$ cat src/rtl/dcf_pkg.sv
package dcf_pkg;
  typedef enum logic [1:0] {
    KIND_FLUSH     = 2'd0,
    KIND_FREE_SLOT = 2'd1,
    KIND_FREE_ALL  = 2'd2,
    KIND_RSVD      = 2'd3
  } dcf_kind_e;

  typedef struct packed {
    logic fwd;
    logic rel;
    logic keep;
    logic blk;
    logic whole;
    logic ext;
  } dcf_flags_t;

  typedef enum logic [2:0] {
    ST_IDLE, ST_DECIDE, ST_LOOK, ST_FWD, ST_WB, ST_NEXT, ST_ALL, ST_DONE
  } dcf_state_e;
endpackage

$ cat src/rtl/dcf_slot_table.sv
module dcf_slot_table #(
  parameter int NSLOT  = 4,
  parameter int ADDR_W = 40,
  localparam int SW = (NSLOT > 1) ? $clog2(NSLOT) : 1
) (
  input  logic              clk,
  input  logic              rst,
  input  logic              rel_en,
  input  logic              clm_en,
  input  logic [SW-1:0]     sel,
  input  logic [ADDR_W-1:0] clm_addr,
  output logic [NSLOT-1:0]  occ_o,
  input  logic [ADDR_W-1:0] qa_addr,
  output logic              qa_hit,
  input  logic [ADDR_W-1:0] qb_addr,
  output logic              qb_hit
);
  logic [NSLOT-1:0]  occ_q;
  logic [ADDR_W-1:0] addr_q [NSLOT];
  logic [NSLOT-1:0]  eq_a, eq_b;

  for (genvar i = 0; i < NSLOT; i++) begin : g_slot
    always_ff @(posedge clk) begin
      if (rst) begin
        occ_q[i]  <= 1'b0;
        addr_q[i] <= '0;
      end else if (clm_en && sel == SW'(i)) begin
        occ_q[i]  <= 1'b1;
        addr_q[i] <= clm_addr;
      end else if (rel_en && sel == SW'(i)) begin
        occ_q[i]  <= 1'b0;
      end
    end
    assign eq_a[i] = occ_q[i] && (addr_q[i] == qa_addr);
    assign eq_b[i] = occ_q[i] && (addr_q[i] == qb_addr);
  end

  assign occ_o  = occ_q;
  assign qa_hit = |eq_a;
  assign qb_hit = |eq_b;

  // the sequencer only frees a slot that is taken
  assert_release_taken_R7: assert property (@(posedge clk) disable iff (rst)
    rel_en |-> occ_q[sel]);
  // a claim only lands on a free slot
  assert_claim_free_R8: assert property (@(posedge clk) disable iff (rst)
    clm_en |-> !occ_q[sel]);
  // a successful claim leaves the slot occupied
  assert_claim_sticks_R8: assert property (@(posedge clk) disable iff (rst)
    clm_en |=> occ_q[$past(sel)]);
endmodule

$ cat src/rtl/dcf_line_store.sv
module dcf_line_store #(
  parameter int NUM_LINES = 8,
  parameter int ADDR_W    = 40,
  parameter int QW        = 4,
  localparam int IDX_W = (NUM_LINES > 1) ? $clog2(NUM_LINES) : 1
) (
  input  logic              clk,
  input  logic              rst,
  input  logic              we,
  input  logic [IDX_W-1:0]  w_idx,
  input  logic              w_valid,
  input  logic [ADDR_W-1:0] w_tag,
  input  logic [QW-1:0]     w_qcnt,
  input  logic [IDX_W-1:0]  r_idx,
  output logic              r_valid,
  output logic [ADDR_W-1:0] r_tag,
  output logic [QW-1:0]     r_qcnt
);
  logic [NUM_LINES-1:0] valid_q;
  logic [ADDR_W-1:0]    tag_mem  [NUM_LINES];
  logic [QW-1:0]        qcnt_mem [NUM_LINES];

  always_ff @(posedge clk) begin
    if (rst) valid_q <= '0;
    else if (we) valid_q[w_idx] <= w_valid;
  end

  // tag and count arrays carry no reset so they map onto distributed RAM
  always_ff @(posedge clk) begin
    if (we) begin
      tag_mem[w_idx]  <= w_tag;
      qcnt_mem[w_idx] <= w_qcnt;
    end
  end

  assign r_valid = valid_q[r_idx];
  assign r_tag   = tag_mem[r_idx];
  assign r_qcnt  = qcnt_mem[r_idx];
endmodule

$ cat src/rtl/dcf_seq.sv
module dcf_seq import dcf_pkg::*; #(
  parameter int ADDR_W    = 40,
  parameter int NUM_W     = 16,
  parameter int NSLOT     = 4,
  parameter int NUM_LINES = 8,
  parameter int QW        = 4,
  parameter int COMP_OFS  = 4,
  localparam int SW    = (NSLOT > 1) ? $clog2(NSLOT) : 1,
  localparam int IDX_W = (NUM_LINES > 1) ? $clog2(NUM_LINES) : 1
) (
  input  logic              clk,
  input  logic              rst,
  input  logic              cmd_valid,
  output logic              cmd_ready,
  input  logic [NUM_W-1:0]  cmd_num,
  input  logic              cmd_stat_req,
  input  logic [1:0]        cmd_kind,
  input  logic [ADDR_W-1:0] cmd_addr,
  input  logic [SW-1:0]     cmd_slot,
  input  dcf_flags_t        cmd_flags,
  input  logic              fill_valid,
  input  logic [ADDR_W-1:0] fill_addr,
  input  logic [QW-1:0]     fill_cnt,
  input  logic              fill_slot_hit,
  output logic              fill_done,
  output logic              fill_ok,
  input  logic [NSLOT-1:0]  slot_occ,
  output logic              slot_rel,
  output logic              slot_clm,
  output logic [SW-1:0]     slot_sel,
  output logic [ADDR_W-1:0] slot_addr,
  output logic              st_we,
  output logic [IDX_W-1:0]  st_widx,
  output logic              st_wvalid,
  output logic [ADDR_W-1:0] st_wtag,
  output logic [QW-1:0]     st_wqcnt,
  output logic [IDX_W-1:0]  st_ridx,
  input  logic              st_rvalid,
  input  logic [ADDR_W-1:0] st_rtag,
  input  logic [QW-1:0]     st_rqcnt,
  output logic              wb_req,
  output logic [ADDR_W-1:0] wb_addr,
  input  logic              wb_ack,
  output logic              fwd_pulse,
  output logic              st_valid,
  output logic [NUM_W-1:0]  st_num,
  output logic              st_err,
  output logic              st_hit,
  output logic              locked
);
  localparam logic [IDX_W:0] ALL_END = (IDX_W+1)'(NUM_LINES);

  dcf_state_e        state;
  logic [NUM_W-1:0]  c_num;
  logic              c_stat;
  dcf_kind_e         c_kind;
  logic [ADDR_W-1:0] c_addr, tgt;
  logic [SW-1:0]     c_slot;
  dcf_flags_t        c_fl;
  logic              second, err_q, hit_q, lock_q, wb_req_q, fwd_q;
  logic [IDX_W:0]    all_idx;
  logic [QW-1:0]     fwd_left;
  logic              st_valid_q, st_err_q, st_hit_q, fill_done_q, fill_ok_q;
  logic [NUM_W-1:0]  st_num_q;
  logic              line_hit, fill_take, last_line, wb_done;

  assign cmd_ready = (state == ST_IDLE);
  assign st_ridx   = (state == ST_ALL) ? all_idx[IDX_W-1:0] : tgt[IDX_W-1:0];
  assign line_hit  = st_rvalid && (st_rtag == tgt);
  assign fill_take = (state == ST_IDLE) && !cmd_valid && fill_valid &&
                     !lock_q && !fill_slot_hit;
  assign last_line = !(c_fl.ext && !second);
  assign wb_done   = wb_req_q && wb_ack;

  // slot table control
  always_comb begin
    slot_sel  = c_slot;
    slot_addr = c_addr;
    slot_rel  = 1'b0;
    slot_clm  = 1'b0;
    if (state == ST_DECIDE) begin
      if (c_kind == KIND_FREE_SLOT && slot_occ[c_slot]) slot_rel = 1'b1;
      if (c_kind == KIND_FLUSH && !c_fl.whole && !lock_q && c_fl.rel &&
          slot_occ[c_slot]) slot_rel = 1'b1;
    end
    if (state == ST_NEXT && last_line && c_fl.blk) slot_clm = 1'b1;
  end

  // line store write port
  always_comb begin
    st_we     = 1'b0;
    st_widx   = tgt[IDX_W-1:0];
    st_wvalid = 1'b1;
    st_wtag   = tgt;
    st_wqcnt  = '0;
    if (fill_take) begin
      st_we    = 1'b1;
      st_widx  = fill_addr[IDX_W-1:0];
      st_wtag  = fill_addr;
      st_wqcnt = fill_cnt;
    end else if (state == ST_FWD && fwd_left == QW'(1)) begin
      st_we = 1'b1;
    end else if (state == ST_WB && wb_done && (c_fl.whole || !c_fl.keep)) begin
      st_we     = 1'b1;
      st_wvalid = 1'b0;
      st_wqcnt  = st_rqcnt;
    end
  end

  always_ff @(posedge clk) begin
    if (rst) begin
      state       <= ST_IDLE;
      c_num       <= '0;
      c_stat      <= 1'b0;
      c_kind      <= KIND_FLUSH;
      c_addr      <= '0;
      c_slot      <= '0;
      c_fl        <= '0;
      tgt         <= '0;
      second      <= 1'b0;
      err_q       <= 1'b0;
      hit_q       <= 1'b0;
      lock_q      <= 1'b0;
      wb_req_q    <= 1'b0;
      fwd_q       <= 1'b0;
      all_idx     <= '0;
      fwd_left    <= '0;
      st_valid_q  <= 1'b0;
      st_num_q    <= '0;
      st_err_q    <= 1'b0;
      st_hit_q    <= 1'b0;
      fill_done_q <= 1'b0;
      fill_ok_q   <= 1'b0;
    end else begin
      st_valid_q  <= 1'b0;
      fwd_q       <= 1'b0;
      fill_done_q <= fill_valid;
      fill_ok_q   <= fill_take;
      case (state)
        ST_IDLE: if (cmd_valid) begin
          c_num   <= cmd_num;
          c_stat  <= cmd_stat_req;
          c_kind  <= dcf_kind_e'(cmd_kind);
          c_addr  <= cmd_addr;
          c_slot  <= cmd_slot;
          c_fl    <= cmd_flags;
          second  <= 1'b0;
          err_q   <= 1'b0;
          hit_q   <= 1'b0;
          all_idx <= '0;
          state   <= ST_DECIDE;
        end
        ST_DECIDE: begin
          state <= ST_DONE;
          case (c_kind)
            KIND_FLUSH: begin
              if (c_fl.whole) state <= ST_ALL;
              else if (lock_q || (c_fl.rel && !slot_occ[c_slot]) ||
                       (c_fl.blk && !c_fl.rel && slot_occ[c_slot])) err_q <= 1'b1;
              else begin
                tgt   <= c_addr;
                state <= ST_LOOK;
              end
            end
            KIND_FREE_SLOT: err_q <= !slot_occ[c_slot];
            KIND_FREE_ALL:  lock_q <= 1'b0;
            default:        err_q <= 1'b1;
          endcase
        end
        ST_LOOK: begin
          if (!second) hit_q <= line_hit;
          if (line_hit && c_fl.fwd && !second && st_rqcnt != '0) begin
            fwd_left <= st_rqcnt;
            state    <= ST_FWD;
          end else if (line_hit) state <= ST_WB;
          else state <= ST_NEXT;
        end
        ST_FWD: begin
          fwd_q    <= 1'b1;
          fwd_left <= fwd_left - QW'(1);
          if (fwd_left == QW'(1)) state <= ST_WB;
        end
        ST_WB: begin
          if (!wb_req_q) wb_req_q <= 1'b1;
          else if (wb_ack) begin
            wb_req_q <= 1'b0;
            if (c_fl.whole) begin
              all_idx <= all_idx + 1'b1;
              state   <= ST_ALL;
            end else state <= ST_NEXT;
          end
        end
        ST_NEXT: begin
          if (!last_line) begin
            second <= 1'b1;
            tgt    <= c_addr + ADDR_W'(COMP_OFS);
            state  <= ST_LOOK;
          end else state <= ST_DONE;
        end
        ST_ALL: begin
          if (all_idx == ALL_END) begin
            lock_q <= 1'b1;
            state  <= ST_DONE;
          end else if (st_rvalid) begin
            tgt   <= st_rtag;
            state <= ST_WB;
          end else all_idx <= all_idx + 1'b1;
        end
        ST_DONE: begin
          st_valid_q <= c_stat;
          st_num_q   <= c_num;
          st_err_q   <= err_q;
          st_hit_q   <= hit_q;
          state      <= ST_IDLE;
        end
        default: state <= ST_IDLE;
      endcase
    end
  end

  assign wb_req    = wb_req_q;
  assign wb_addr   = tgt;
  assign fwd_pulse = fwd_q;
  assign st_valid  = st_valid_q;
  assign st_num    = st_num_q;
  assign st_err    = st_err_q;
  assign st_hit    = st_hit_q;
  assign fill_done = fill_done_q;
  assign fill_ok   = fill_ok_q;
  assign locked    = lock_q;

  // a write-back request holds with a steady address until acknowledged
  assert_wb_hold_R3: assert property (@(posedge clk) disable iff (rst)
    wb_req && !wb_ack |=> wb_req && $stable(wb_addr));
  // status is a single-cycle pulse
  assert_st_pulse_R2: assert property (@(posedge clk) disable iff (rst)
    st_valid |=> !st_valid);
  // a taken command makes the controller busy
  assert_busy_R2: assert property (@(posedge clk) disable iff (rst)
    cmd_valid && cmd_ready |=> !cmd_ready);
  // forwarding never overlaps a write-back
  assert_fwd_first_R5: assert property (@(posedge clk) disable iff (rst)
    fwd_pulse |-> !wb_req);
  // a locked cache rejects an ordinary flush
  assert_locked_err_R9: assert property (@(posedge clk) disable iff (rst)
    (state == ST_DECIDE && lock_q && c_kind == KIND_FLUSH && !c_fl.whole) |=> err_q);
  // no fill is written while the cache is locked
  assert_fill_lock_R11: assert property (@(posedge clk) disable iff (rst)
    locked |=> !fill_ok);
endmodule

$ cat src/rtl/dcf_flush_ctrl.sv
module dcf_flush_ctrl import dcf_pkg::*; #(
  parameter int ADDR_W    = 40,
  parameter int NUM_W     = 16,
  parameter int NSLOT     = 4,
  parameter int NUM_LINES = 8,
  parameter int QW        = 4,
  parameter int COMP_OFS  = 4,
  localparam int SW    = (NSLOT > 1) ? $clog2(NSLOT) : 1,
  localparam int IDX_W = (NUM_LINES > 1) ? $clog2(NUM_LINES) : 1
) (
  input  logic              clk,
  input  logic              rst,
  input  logic              cmd_valid,
  output logic              cmd_ready,
  input  logic [NUM_W-1:0]  cmd_num,
  input  logic              cmd_stat_req,
  input  logic [1:0]        cmd_kind,
  input  logic [ADDR_W-1:0] cmd_addr,
  input  logic [SW-1:0]     cmd_slot,
  input  logic              cmd_fwd_all,
  input  logic              cmd_release,
  input  logic              cmd_keep_line,
  input  logic              cmd_block,
  input  logic              cmd_whole,
  input  logic              cmd_ext,
  input  logic              fill_valid,
  input  logic [ADDR_W-1:0] fill_addr,
  input  logic [QW-1:0]     fill_cnt,
  output logic              fill_done,
  output logic              fill_ok,
  input  logic [ADDR_W-1:0] lk_addr,
  output logic              lk_blocked,
  output logic              wb_req,
  output logic [ADDR_W-1:0] wb_addr,
  input  logic              wb_ack,
  output logic              fwd_pulse,
  output logic              st_valid,
  output logic [NUM_W-1:0]  st_num,
  output logic              st_err,
  output logic              st_hit
);
  dcf_flags_t        flags;
  logic [NSLOT-1:0]  slot_occ;
  logic              slot_rel, slot_clm, qa_hit, qb_hit, locked;
  logic [SW-1:0]     slot_sel;
  logic [ADDR_W-1:0] slot_addr;
  logic              s_we, s_wvalid, s_rvalid;
  logic [IDX_W-1:0]  s_widx, s_ridx;
  logic [ADDR_W-1:0] s_wtag, s_rtag;
  logic [QW-1:0]     s_wqcnt, s_rqcnt;
  logic              lk_q;

  assign flags = '{fwd: cmd_fwd_all, rel: cmd_release, keep: cmd_keep_line,
                   blk: cmd_block, whole: cmd_whole, ext: cmd_ext};

  dcf_slot_table #(.NSLOT(NSLOT), .ADDR_W(ADDR_W)) u_slots (
    .clk, .rst, .rel_en(slot_rel), .clm_en(slot_clm), .sel(slot_sel),
    .clm_addr(slot_addr), .occ_o(slot_occ), .qa_addr(lk_addr), .qa_hit(qa_hit),
    .qb_addr(fill_addr), .qb_hit(qb_hit));

  dcf_line_store #(.NUM_LINES(NUM_LINES), .ADDR_W(ADDR_W), .QW(QW)) u_lines (
    .clk, .rst, .we(s_we), .w_idx(s_widx), .w_valid(s_wvalid), .w_tag(s_wtag),
    .w_qcnt(s_wqcnt), .r_idx(s_ridx), .r_valid(s_rvalid), .r_tag(s_rtag),
    .r_qcnt(s_rqcnt));

  dcf_seq #(.ADDR_W(ADDR_W), .NUM_W(NUM_W), .NSLOT(NSLOT), .NUM_LINES(NUM_LINES),
            .QW(QW), .COMP_OFS(COMP_OFS)) u_seq (
    .clk, .rst, .cmd_valid, .cmd_ready, .cmd_num, .cmd_stat_req, .cmd_kind,
    .cmd_addr, .cmd_slot, .cmd_flags(flags), .fill_valid, .fill_addr, .fill_cnt,
    .fill_slot_hit(qb_hit), .fill_done, .fill_ok, .slot_occ, .slot_rel, .slot_clm,
    .slot_sel, .slot_addr, .st_we(s_we), .st_widx(s_widx), .st_wvalid(s_wvalid),
    .st_wtag(s_wtag), .st_wqcnt(s_wqcnt), .st_ridx(s_ridx), .st_rvalid(s_rvalid),
    .st_rtag(s_rtag), .st_rqcnt(s_rqcnt), .wb_req, .wb_addr, .wb_ack, .fwd_pulse,
    .st_valid, .st_num, .st_err, .st_hit, .locked);

  always_ff @(posedge clk) begin
    if (rst) lk_q <= 1'b0;
    else     lk_q <= locked | qa_hit;
  end
  assign lk_blocked = lk_q;

  // lookups during a lock always report blocked
  assert_lk_locked_R11: assert property (@(posedge clk) disable iff (rst)
    locked |=> lk_blocked);
endmodule

$ cat config.mk
export PLATFORM = sky130hd
export DESIGN_NAME = dcf_flush_ctrl
export DESIGN_NICKNAME = d
export VERILOG_FILES = /design/src/rtl/dcf_pkg.sv /design/src/rtl/dcf_slot_table.sv /design/src/rtl/dcf_line_store.sv /design/src/rtl/dcf_seq.sv /design/src/rtl/dcf_flush_ctrl.sv
export SDC_FILE = /design/constraint.sdc
export NUM_CORES = 1
export LEC_CHECK = 0
export ABC_CLOCK_PERIOD_IN_PS = 9600
export BUFFER_PORTS_ARGS = -buffer_cell sky130_fd_sc_hd__buf_2
export CAP_MARGIN = 25
export CORE_MARGIN = 2
export CORE_UTILIZATION = 30
export DETAILED_ROUTE_END_ITERATION = 10
export GPL_TIMING_DRIVEN = 0
export PLACE_DENSITY = 0.54
export REMOVE_ABC_BUFFERS = 1
export SYNTH_ARGS = -nofsm -noshare
export SYNTH_HDL_FRONTEND = slang
export SYNTH_SLANG_ARGS = --single-unit
$ cat constraint.sdc
create_clock -name clk -period 9.6 [get_ports clk]
set_clock_uncertainty 0.05 [all_clocks]
set_input_delay 0.96 -clock clk [delete_from_list [all_inputs] [get_ports clk]]
set_output_delay 0.96 -clock clk [all_outputs]
set_load 0.01 [all_outputs]
==> impl_results.md <==
* CP most frequent cell: buf_16
* DRT antenna net count at 0
* Core area at 0.110 mm^2
* Clock-pin slew on the worst setup and hold paths at 0.06 ns
* PortBufs at 220
* Setup violators final at 0
* Total CTS buffers at 76
* Cts repair resizes at 0
* Worst hold margin at 0.394 ns
* DRT Wirelength at 126 mm
* Post-synthesis simple-gate area fraction at 13.3%
* GR Overflow Total at 0
* P&R area growth vs syn at 18.1%
* Pins Over Slew Limit at 0
* Pin count of the biggest net entering global routing at 120
* CP Cell Sequence: nand4b_1 > o21ai_4 > buf_16 > buf_16 > nor2_2 > a32o_1 > a221oi_1 > xor2_1 > nor4_1 > nand4_2 > or3_4 > or3_1 > a31oi_1
* Rows at 122
* CTS tree: built
* Final Hold Fails at 0
* Die Area at 0.114 mm^2
* DR DRC count at 0
* Die Wd at 337 um
* Nets at 3156
* Synth Flop Type: edfxtp_1
* Critical Path End Type: register
* DR WL/cell at 27.6 um
* CP max stage delay at 1.02 ns
* #FFs+latches synth at 670
* Layout fillers at 10.8k
* VDD IR max at 0.128 mV
* CP max FO at 27
* Hold Buf Count CTS at 0
* Util after Layout at 35.7%
* Global-route wire length before repair at 176 mm
* Fmax at 151 MHz
* Status: finished clean
* Top-area cell type share of the netlist area at 46.1%
* Via-to-Cell Ratio at 5.39
* Synth warnings at 0
* Avg Cell Area, Syn at 11.7 um^2
* Commonest cells after routing, fill and taps aside: 512 x edfxtp_1, 328 x nand2_1, 220 x buf_2
* Mux cell area share after synthesis at 9.29%
* CP Class: reg2reg
* Initial DRC Count at 2931
* Largest family of logic cells by synthesized area: simple AND/OR/NAND/NOR gates
* Gate Count Post-Synth at 2858
* Lkg Pwr at 13.4 nW
* Initial Util at 30.2%
* Vias at 24.5k
* 1st-pass router iterations at 6
* Max-cap violations at 0
* CTS root buf: clkbuf_16
* Synth top area cells: edfxtp_1 46%, dfxtp_1 9.5%, xnor2_1 5.5%
* Most common cell after layout, fill and taps aside: edfxtp_1
* # clock sinks at 670
* I/O pin count at 221
* Tightest Pin Transition at 1.12 ns
* Netlist Area Pre-Place at 0.0333 mm^2
* Ys async rst share at 0%
* Worst path slowest cell: dfxtp_1
* Initial antenna violation count at 4
* Worst Path Required at 10.09 ns
* Layout cell share with drive strength beyond 1 at 18.1%
* Period utilization at 69.1%
* Post-synth EDFFs at 512
* CTS max path bufs at 3
* Compound-gate portion of the synthesized area at 8.95%
* Die Ht at 337 um
* RSZ-0062 raised after global routing: false
* Total GRT Usage at 21.7%
* Number of global-route vias before repair at 23.2k
* Placer Congestion at 0.984
* Max-slew headroom at 24.7%
* Critical Path AT at 7.12 ns
* Synth Area in XOR/XNOR at 8.96%
* Worst setup SP type: register
* Clock latency on the worst-skew pair at 0.65 ns
* Synth Area in Adders at 0.188%
* PD cells at 247 mW/mm^2
* Worst min path class: reg2reg
* Sequential area share after synthesis at 55.6%
* DP HPWL at 91.2 mm
* Tmin final at 6.63 ns
* H-tree levels at 3
* Setup Buffers After CTS at 0
* Post-synth top area cell: edfxtp_1
* Number of library cell types mapped by synthesis at 80
[critical path: cells and delay by family, from the launching register on]
kind,cells,cell delay (ns)
flops,1,1.02
simple gates,6,3.18
buf+inv,2,0.42
compound gates,4,1.65
xor+xnor,1,0.17
[path summary, 6_finish.rpt]
path | end | startpoint | slack, ns | cells past startpoint
max | u_seq.fwd_left[0]$_SDFFE_PP0P_ | u_seq.state[2]$_SDFFE_PP0P_ | 2.97 | 13
min | u_seq.st_num[11]$_SDFFE_PP0N_ | u_seq.c_num[11]$_SDFFE_PP0P_ | 0.39 | 2
max reg2reg | u_seq.fwd_left[0]$_SDFFE_PP0P_ | u_seq.state[2]$_SDFFE_PP0P_ | 2.97 | 13
min reg2reg | u_seq.st_num[11]$_SDFFE_PP0N_ | u_seq.c_num[11]$_SDFFE_PP0P_ | 0.39 | 2
[state kept, by name, indices dropped and copies added, names as in the netlist, 3 cells and up]
signal,cells
u_lines.tag_mem,320
u_slots.addr_q,160
u_seq.slot_addr,40
u_seq.wb_addr,40
u_lines.qcnt_mem,32
u_seq.c_num,16
u_seq.st_num,16
u_lines.valid_q,8
u_seq.c_fl,6
u_seq.all_idx,4
u_seq.fwd_left,4
u_slots.occ_o,4
u_seq.state,3
[metrics by stage]
step	std cells	power, mW	TNS (ns)	setup WS, ns	instance area (um^2)
floorplan	2626	5.50	0	1.07	32300
global placement	4334	6.74	-1403.58	-6.88	35300
detailed placement	4403	6.84	0	3.05	36900
CTS	4545	9.78	0	3.02	39300
global route	4547	10.1	0	2.72	39400
finish	4550	9.74	0	2.97	39400
[cell families (layout without fill, tap and decap cells)]
kind of cell    after synthesis  in the layout
simple gates                891            891
fa+ha+maj                     5              5
other cells                   0              3
compound gates              439            439
buf+inv                     286            487
flops                       670            670
mux                         226            226
xor+xnor                    341            341
[where the power goes]
group          internal (mW)  switching, mW  leakage [nW]  total, mW
clock network           1.69           1.24          1.22       2.93
logic                   1.05           1.75          6.00       2.81
registers               3.55          0.453          6.18       4.00
[Yosys cell counts (14+ instances only)]
library cell / instances
mux2i_1: 120
a2111oi_0: 14
a21oi_1: 147
buf_1: 17
nor2_1: 113
a221oi_1: 21
xnor2_1: 208
nor4_1: 63
nand3_1: 52
o22ai_1: 17
buf_2: 27
dfxtp_1: 158
a31oi_1: 15
nand4_1: 63
nor3_1: 46
inv_1: 53
and2_1: 151
mux2_2: 43
nand2_1: 328
edfxtp_1: 512
clkbuf_1: 168
a211oi_1: 55
xor2_1: 133
o21ai_0: 45
mux4_2: 62
[per-layer routing]
metal  global-route usage (%)  up-vias  wire length [um]
li1                         -    10756                 -
met1                     30.0    12344             53100
met2                     34.2     1230             56700
met3                     4.68      199             11800
met4                     6.58        2              4200
met5                        0        -                13
[layout make-up]
cell class | count | area (um^2) | area share (%)
clock buffer | 114 | 2230 | 5.66
antenna | 3 | 7.51 | 0.0191
multi-input combinational | 1902 | 13800 | 35.0
sequential | 670 | 18600 | 47.1
timing repair buffer | 291 | 2480 | 6.30
tap | 1488 | 1860 | 4.73
inverter | 54 | 203 | 0.515
clock inverter | 28 | 248 | 0.629
(Power assumes the default switching activity.)
